===== src/rtl/lrg_pkg.sv =====
package lrg_pkg;
  parameter int unsigned NUM_AGENTS = 5;
  localparam int unsigned ID_W = $clog2(NUM_AGENTS);
  localparam int unsigned HOST_IDX = 0;
  typedef logic [ID_W-1:0] agent_id_t;
endpackage


===== src/rtl/lrg_order_list.sv =====
module lrg_order_list #(
  parameter int unsigned N  = lrg_pkg::NUM_AGENTS,
  parameter int unsigned IW = lrg_pkg::ID_W
) (
  input  logic                   clk,
  input  logic                   rst,
  input  logic                   upd_en,
  input  logic [IW-1:0]          upd_id,
  output logic [N-1:0][IW-1:0]   order_o
);
  localparam int unsigned SLOTS = 1 << IW;

  logic [N-1:0][IW-1:0] order_q;
  logic [N-1:0][IW-1:0] order_nxt;
  logic [IW-1:0]        hit_pos;

  // Find the slot that currently holds the serviced agent.
  always_comb begin
    hit_pos = '0;
    for (int i = 0; i < N; i++) begin
      if (order_q[i] == upd_id) hit_pos = IW'(i);
    end
  end

  // Slots at or below the serviced one shift up; the serviced agent goes to the bottom.
  generate
    for (genvar g = 0; g < N - 1; g++) begin : g_shift
      assign order_nxt[g] = (upd_en && (IW'(g) >= hit_pos)) ? order_q[g+1] : order_q[g];
    end
  endgenerate
  assign order_nxt[N-1] = upd_en ? upd_id : order_q[N-1];

  always_ff @(posedge clk) begin
    if (rst) begin
      for (int i = 0; i < N; i++) order_q[i] <= IW'(i);
    end else begin
      order_q <= order_nxt;
    end
  end

  assign order_o = order_q;

  logic [SLOTS-1:0] seen;
  always_comb begin
    seen = '0;
    for (int i = 0; i < N; i++) seen[order_q[i]] = 1'b1;
  end

  AST_ORDER_PERM: assert property (@(posedge clk) disable iff (rst)
    (&seen[N-1:0]));
  AST_SERVED_LAST: assert property (@(posedge clk) disable iff (rst)
    upd_en |=> (order_q[N-1] == $past(upd_id)));
  AST_ORDER_STILL: assert property (@(posedge clk) disable iff (rst)
    !upd_en |=> $stable(order_q));
endmodule


===== src/rtl/lrg_pick.sv =====
module lrg_pick #(
  parameter int unsigned N  = lrg_pkg::NUM_AGENTS,
  parameter int unsigned IW = lrg_pkg::ID_W
) (
  input  logic [N-1:0][IW-1:0] order_i,
  input  logic [N-1:0]         req_i,
  output logic                 hit_o,
  output logic [IW-1:0]        win_o
);
  localparam int unsigned SLOTS = 1 << IW;

  logic [SLOTS-1:0] req_x;
  assign req_x = {{(SLOTS-N){1'b0}}, req_i};

  // Scan from the bottom of the list upward so the highest-ordered requester wins.
  always_comb begin
    hit_o = 1'b0;
    win_o = '0;
    for (int i = N - 1; i >= 0; i--) begin
      if (req_x[order_i[i]]) begin
        hit_o = 1'b1;
        win_o = order_i[i];
      end
    end
  end
endmodule


===== src/rtl/lrg_grant_ctrl.sv =====
module lrg_grant_ctrl #(
  parameter int unsigned N    = lrg_pkg::NUM_AGENTS,
  parameter int unsigned IW   = lrg_pkg::ID_W,
  parameter int unsigned HOST = lrg_pkg::HOST_IDX
) (
  input  logic          clk,
  input  logic          rst,
  input  logic [N-1:0]  req_i,
  input  logic          hit_i,
  input  logic [IW-1:0] win_i,
  input  logic          done_i,
  input  logic          park_en_i,
  output logic [N-1:0]  gnt_o,
  output logic          upd_en_o,
  output logic [IW-1:0] upd_id_o
);
  logic [N-1:0]  gnt_q;
  logic          busy_q;
  logic [IW-1:0] cur_q;

  always_ff @(posedge clk) begin
    if (rst) begin
      gnt_q  <= '0;
      busy_q <= 1'b0;
      cur_q  <= '0;
    end else if (busy_q) begin
      if (done_i) begin
        gnt_q  <= '0;
        busy_q <= 1'b0;
      end
    end else if (hit_i) begin
      gnt_q  <= N'(1) << win_i;
      busy_q <= 1'b1;
      cur_q  <= win_i;
    end else if (park_en_i) begin
      gnt_q  <= N'(1) << HOST;
    end else begin
      gnt_q  <= '0;
    end
  end

  assign gnt_o    = gnt_q;
  assign upd_en_o = busy_q & done_i;
  assign upd_id_o = cur_q;

  AST_ONE_GRANT: assert property (@(posedge clk) disable iff (rst)
    $onehot0(gnt_q));
  AST_GRANT_REQ: assert property (@(posedge clk) disable iff (rst)
    (!busy_q && (|req_i)) |=> (busy_q && (|(gnt_q & $past(req_i)))));
  AST_HOLD_GRANT: assert property (@(posedge clk) disable iff (rst)
    (busy_q && !done_i) |=> ($stable(gnt_q) && busy_q));
  AST_GAP_AFTER_DONE: assert property (@(posedge clk) disable iff (rst)
    (busy_q && done_i) |=> (gnt_q == '0));
  AST_PARK_HOST: assert property (@(posedge clk) disable iff (rst)
    (!busy_q && !(|req_i) && park_en_i) |=> (gnt_q == (N'(1) << HOST)));
  AST_NO_PARK: assert property (@(posedge clk) disable iff (rst)
    (!busy_q && !(|req_i) && !park_en_i) |=> (gnt_q == '0));
endmodule


===== src/rtl/lrg_bus_arbiter.sv =====
module lrg_bus_arbiter #(
  parameter int unsigned N  = lrg_pkg::NUM_AGENTS,
  parameter int unsigned IW = lrg_pkg::ID_W
) (
  input  logic         clk,
  input  logic         rst,
  input  logic [N-1:0] req_i,
  input  logic         xfer_done_i,
  input  logic         host_bridge_i,
  output logic [N-1:0] gnt_o
);
  logic [N-1:0][IW-1:0] order;
  logic                 hit;
  logic [IW-1:0]        win;
  logic                 upd_en;
  logic [IW-1:0]        upd_id;

  lrg_order_list #(.N(N), .IW(IW)) u_order (
    .clk     (clk),
    .rst     (rst),
    .upd_en  (upd_en),
    .upd_id  (upd_id),
    .order_o (order)
  );

  lrg_pick #(.N(N), .IW(IW)) u_pick (
    .order_i (order),
    .req_i   (req_i),
    .hit_o   (hit),
    .win_o   (win)
  );

  lrg_grant_ctrl #(.N(N), .IW(IW)) u_ctrl (
    .clk       (clk),
    .rst       (rst),
    .req_i     (req_i),
    .hit_i     (hit),
    .win_i     (win),
    .done_i    (xfer_done_i),
    .park_en_i (host_bridge_i),
    .gnt_o     (gnt_o),
    .upd_en_o  (upd_en),
    .upd_id_o  (upd_id)
  );
endmodule


===== config.mk =====
export PLATFORM = sky130hd
export DESIGN_NAME = lrg_bus_arbiter
export DESIGN_NICKNAME = d
export VERILOG_FILES = /design/src/rtl/lrg_pkg.sv /design/src/rtl/lrg_order_list.sv /design/src/rtl/lrg_pick.sv /design/src/rtl/lrg_grant_ctrl.sv /design/src/rtl/lrg_bus_arbiter.sv
export SDC_FILE = /design/constraint.sdc
export NUM_CORES = 1
export LEC_CHECK = 0
export ABC_AREA = 1
export BUFFER_PORTS_ARGS = -buffer_cell sky130_fd_sc_hd__buf_2
export CAP_MARGIN = 10
export CORE_MARGIN = 10
export CORE_UTILIZATION = 52
export CTS_CLUSTER_DIAMETER = 40
export DETAILED_ROUTE_END_ITERATION = 6
export PLACE_DENSITY = 0.72
export SYNTH_ARGS = -nofsm -noshare
export SYNTH_HDL_FRONTEND = slang
export SYNTH_SLANG_ARGS = --single-unit
export TNS_END_PERCENT = 100

===== constraint.sdc =====
create_clock -name clk -period 1.5 [get_ports clk]
set_input_delay 0.3 -clock clk [delete_from_list [all_inputs] [get_ports clk]]
set_output_delay 0.3 -clock clk [all_outputs]
set_load 0.1 [all_outputs]

**Word-level counts from Yosys, hierarchy flattened**

Index checks and enable logic that the tools add are counted.

- Output and inout bits: 5
- Bits in registers: 24
- Logic and storage cells: 61

- Reductions and logical operators: 5
- Muxes and demuxes: 31
- Equality and inequality tests: 5
- Shifts and indexed selects: 1
- Bitwise gates (word level): 2
- Order comparisons: 9

Operators by type and width:

| cell | count |
|---|---|
| $mux 3 | 8 |
| $lt 3x4->1 const B | 5 |
| $bmux 1 s3 | 5 |
| $mux 1 | 15 |
| $mux 5 | 3 |
| $eq 3x3->1 | 4 |
| $ge 1x3->1 const A | 2 |
| $ge 2x3->1 const A | 2 |
| $shl 1x3->5 const A | 1 |
| $logic_and 1x1->1 | 4 |
| $ne 2x2->1 const B | 1 |
| $reduce_and 2->1 | 1 |
| $and 1x1->1 | 1 |
| $not 1->1 | 1 |

**Longest topological paths before layout**

- Word-level depth: 10
- Mapped depth: 16
- Mapped depth without buffers: 16

**Hierarchy**

A second synthesis with hierarchy kept.

- Cell total of the unflattened synthesis: 257
- Area total of the unflattened synthesis: 1592.8 µm²

By module, submodules not included:

| module | instances | seq. area each (µm²) | area each (µm²) | cells each |
|---|---|---|---|---|
| lrg_order_list | 1 | 300.3 | 779.5 | 106 |
| lrg_pick | 1 | 0.0 | 435.4 | 98 |
| lrg_grant_ctrl | 1 | 180.2 | 377.9 | 53 |

**Least setup slack after synthesis**

No wires, ideal clock.

- Path type: flip-flop to flip-flop
- Start point: register u_ctrl.cur_q[2] (netlist: u_ctrl.upd_id_o[2])
- End point: register u_order.order_q (netlist bit u_order.order_o[1])
- Arrival: 1.368 ns
- Data required time: 1.381 ns
- Path slack: 0.013 ns
- Setup time: 0.119 ns
- Clock period less this slack: 1.487 ns
- Stages on the path, launching flop included: 10
- Cell sequence: dfxtp_1 -> inv_2 -> o22ai_2 -> nor3_2 -> nor2_4 -> o31ai_4 -> nor2_8 -> nand2_4 -> o21ai_1 -> a21oi_1

- Cells in the longest elaborated chain, start to end: 7
- Elaborated cells between the ends (all ways): 10

Ends and longest elaborated chain:

| what | line | RTL |
|---|---|---|
| start: declaration | lrg_grant_ctrl.sv:19 | `logic [IW-1:0] cur_q;` |
| start signal: assignment | lrg_grant_ctrl.sv:34 | `cur_q <= win_i;` |
| $eq 3x3->1 | lrg_order_list.sv:21 | `if (order_q[i] == upd_id) hit_pos = IW'(i);` |
| $mux 1 | lrg_order_list.sv:21 |  |
| $mux 3 (2 in series) | lrg_order_list.sv:21 |  |
| $mux 3 (*) | lrg_order_list.sv:21 |  |
| $ge 1x3->1 (*) | lrg_order_list.sv:28 | `assign order_nxt[g] = (upd_en && (IW'(g) >= hit_pos)) ? order_q[g+1] : order_q[g];` |
| $logic_and 1x1->1 (*) | lrg_order_list.sv:28 |  |
| end signal: assignment | lrg_order_list.sv:37 | `order_q <= order_nxt;` |
| end: declaration | lrg_order_list.sv:13 | `logic [N-1:0][IW-1:0] order_q;` |

Every way passes the cells marked *; elsewhere a longest branch is shown, timed or not.
A chain may end at the register's enable or synchronous reset.

**Final worst setup path**

- Start point: register u_order.order_q (netlist bit u_order.order_o[9])
- End point: register u_ctrl.gnt_q[0] (netlist: u_ctrl.gnt_o[0])

- Cells in the longest elaborated chain, start to end: 9
- Elaborated cells between the ends (all ways): 13

Ends and longest elaborated chain:

| what | line | RTL |
|---|---|---|
| $bmux 1 s3 | lrg_pick.sv:20 | `if (req_x[order_i[i]]) begin` |
| $mux 1 (not written as such) | lrg_pick.sv:20 |  |
| $mux 3 (4 in series) | lrg_pick.sv:20 |  |
| $shl 1x3->5 | lrg_grant_ctrl.sv:32 | `gnt_q <= N'(1) << win_i;` |
| $mux 5 (*) | lrg_grant_ctrl.sv:31 | `end else if (hit_i) begin` |
| $mux 5 (*) | lrg_grant_ctrl.sv:26 | `end else if (busy_q) begin` |
| end signal: assignment | lrg_grant_ctrl.sv:32 |  |
| end signal: assignment | lrg_grant_ctrl.sv:36 | `gnt_q <= N'(1) << HOST;` |
| end: declaration | lrg_grant_ctrl.sv:17 | `logic [N-1:0] gnt_q;` |

Every way passes the cells marked *; elsewhere a longest branch is shown, timed or not. The select of a mux whose other input is x is not followed.

==> results.py <==
metrics = {
    "routing": {
        "wirelength_um": 4430,
        "wl_per_cell_um": 14.1,
        "drt_pass1_iterations": 4,
        "drt-initial-drc-count": 124,
        "via_count": 1680,
        "vias_per_cell": 5.35,
        "drc": 0,
        "final_antenna_net_count": 0,
    },
    "global_routing": {
        "grt_pass1_vias": 1491,
        "grtUsageTotal_pct": 15.1,
        "grt_max_degree": 14,
        "grt_overflow_total": 0,
        "grt_pass1_wl_um": 6710,
        "antenna_found_initial": 0,
    },
    "outcome": {
        "violations": "setup timing",
        "status": "finished with violations",
    },
    "cells_and_area": {
        "nets": 293,
        "fill_cells": 190,
        "final_cell_mix": "49 x nand2_1, 46 x buf_4, 21 x a21oi_1",
        "design_area_mm2": 0.00215,
        "final_common_cell": "nand2_1",
        "diodes": 0,
        "seq_area_um2": 514,
        "drive_gt1_share_pct": 47.7,
        "multi_input_area_um2": 970,
        "area_growth_pct": 45.1,
    },
    "timing": {
        "max_freq_mhz": 616,
        "max-slew-margin-rel_pct": 67.7,
        "finalSetupViolations": 11,
        "worst_pin_slew_ns": 0.487,
        "grt_setup_unrepaired": "true",
        "setup_ws_ns": -0.122,
        "skew_ns": 0.00434,
        "hold_viol": 0,
        "post-route-min-period_ns": 1.62,
        "drv_slew": 0,
        "period_share_pct": 108,
    },
    "worst_hold_path": {
        "hp-class": "in2reg",
        "min_from": "rst",
    },
    "yosys": {
        "synth-adder-area-share_pct": 0,
        "synthSimpleGateAreaFrac_pct": 31.4,
        "synthArstFlopShare_pct": 0,
        "synth_nets": 227,
        "avgSynthCellArea_um2": 6.79,
        "yosys-mux-area-fraction_pct": 0,
        "synthFlopType": "dfxtp_1",
        "synth_compound_area_share_pct": 26.5,
        "yosysSeqAreaShare_pct": 32.5,
        "ys_types": 29,
        "synth_edf_count": 0,
        "syn_inst": 218,
        "synth_seq_cells": 24,
        "synth_xor_area_share_pct": 0,
        "synth_top_family_by_area": "simple AND/OR/NAND/NOR gates",
        "synth_warnings": 0,
        "syn_area_mm2": 0.00148,
    },
    "power": {
        "ir_worst_vdd_mv": 1.29,
        "p_total_mw": 2.78,
        "power_per_cell_area_mw_per_mm2": 1290,
        "p_int_mw": 1.52,
        "clockPowerShare_pct": 12.5,
        "p_leak_nw": 1.01,
        "power_frac_comb_pct": 55.1,
        "p_sw_mw": 1.26,
        "power_switching_share_pct": 45.2,
        "seqPwrFrac_pct": 32.4,
    },
    "clock_tree": {
        "cts_buffers": 3,
        "holdBufCountCts": 0,
        "clock-sinks": 24,
        "clk_pin_slew_ns": 0.13,
        "ctsHtreeMaxLevel": 1,
        "cts_root_buffer": "clkbuf_4",
        "insertion_delay_ns": 0.32,
        "cts_tree": "yes",
        "cts_buffer_depth": 2,
    },
    "setup_path": {
        "cp_slowest_cell": "dfxtp_4",
        "path_cells": "inv_4, nand2_2, nand3_2, nand2_2, nand2_4, nand2_2, nand2_1, nand3_1, nand2_1, nand2_1, nand2_2, nand2_1, nor2_1, nor2_1, nor2_1",
        "worst-setup-path-type": "reg2reg",
        "cp-start-kind": "flip-flop",
        "cp-startpoint": "u_order.order_o[9]",
        "worstPathRequired_ns": 1.78,
        "arrival_ns": 1.90,
        "max_stage_delay_ns": 0.40,
        "worst-path-buf-inv": 1,
        "r2r_start": "u_order.order_o[9]",
        "path_max_fanout": 5,
        "cp_top_family": "simple AND/OR/NAND/NOR gates",
        "end_kind": "flip-flop",
    },
    "floorplanning": {
        "dieArea_mm2": 0.00538,
        "die_h_um": 73.4,
        "core_area_mm2": 0.00273,
        "initial_core_util_pct": 54.1,
        "num_rows": 19,
        "ioPinCount": 14,
        "fp.dieW_um": 73.4,
    },
    "placement": {
        "port_buffers": 13,
        "placed_area_mm2": 0.00188,
        "dpl.hpwl_um": 2990,
        "gp_congestion": 0.883,
    },
    "flow_run": {
        "cap_violations": 0,
    },
}
## metal layers
metal  wire, um  vias to the layer above  GRT usage, %  share of wire (%)
li1           -                      866             -                  -
met1       1930                      759          19.8                 44
met2       2170                       49          24.3                 49
met3        285                        6          4.44                6.4
met4         42                        0          2.48               0.95
met5          0                        -             0                  0
## sequential cells by signal (all words and copies together) (netlist names)
signal / cells
u_ctrl.gnt_o: 5
u_ctrl.busy_q: 1
u_ctrl.upd_id_o: 3
u_order.order_o: 15
## path summary, 6_finish.rpt
path / to / slack, ns / cells past startpoint
max reg2reg: u_ctrl.gnt_o[0] / -0.12 / 15
min reg2reg: u_ctrl.gnt_o[2] / 0.47 / 2
max: u_ctrl.gnt_o[0] / -0.12 / 15
min: u_ctrl.gnt_o[0] / 0.20 / 2
## cells in the mapped netlist (3+ instances only)
cell	n	area share [%]
o21ai_0	10	3.4
inv_1	20	5.1
nor2_1	10	2.5
nand3_1	12	4.1
o22ai_1	3	1.3
dfxtp_1	24	32
nand2_1	63	16
nand4_1	4	1.7
a21oi_1	25	8.5
o211ai_1	6	3.0
o21ai_1	11	3.7
inv_2	9	2.3
## layout make-up
class | instances | share of cell area (%)
clock buffer | 4 | 1.69
sequential | 24 | 23.9
multi-input combinational | 162 | 45.1
tap | 31 | 1.81
timing repair buffer | 63 | 21.6
inverter | 30 | 5.82
## worst register-to-register path, cell delays in order (launching register included)
cell	delay [ns]
dfxtp_4	0.40
inv_4	0.07
nand2_2	0.05
nand3_2	0.07
nand2_2	0.07
nand2_4	0.09
nand2_2	0.08
nand2_1	0.09
nand3_1	0.10
nand2_1	0.09
nand2_1	0.06
nand2_2	0.13
nand2_1	0.07
nor2_1	0.09
nor2_1	0.05
nor2_1	0.08
## stage by stage
step,std cells,hold slack (ns),setup WS (ns),setup TNS (ns),util [%]
6_report,314,0.203,-0.122,-0.849,78.6
4_1_cts,306,0.205,-0.0544,-0.122,72.0
5_1_grt,314,0.203,-0.319,-2.74,78.6
3_5_place_dp,302,0.454,-0.202,-1.86,68.9
2_1_floorplan,218,0.369,0.0131,0,-
3_3_place_gp,302,0.450,-0.184,-1.62,68.9
## power by group through the flow
stage	Sequential, mW	Clock [mW]	Combinational, mW
2_1_floorplan	1.04	0	0.695
3_3_place_gp	0.879	0	1.24
3_5_place_dp	0.879	0	1.26
4_1_cts	0.882	0.355	1.30
5_1_grt	0.918	0.376	1.67
6_report	0.901	0.347	1.53
## kinds of logic after synthesis
kind of cell	after synthesis
AND/OR/NAND/NOR	100
AO/OA/AOI/OAI	62
buffers and inverters	32
flip-flops	24
## what timing repair did
action,CTS,global route
endpoints found under the setup margin,19,18
setup buffers,0,8
pin swaps,2,12
resized for setup,24,41
gates cloned,0,0
Power figures use the tool's default switching activity.
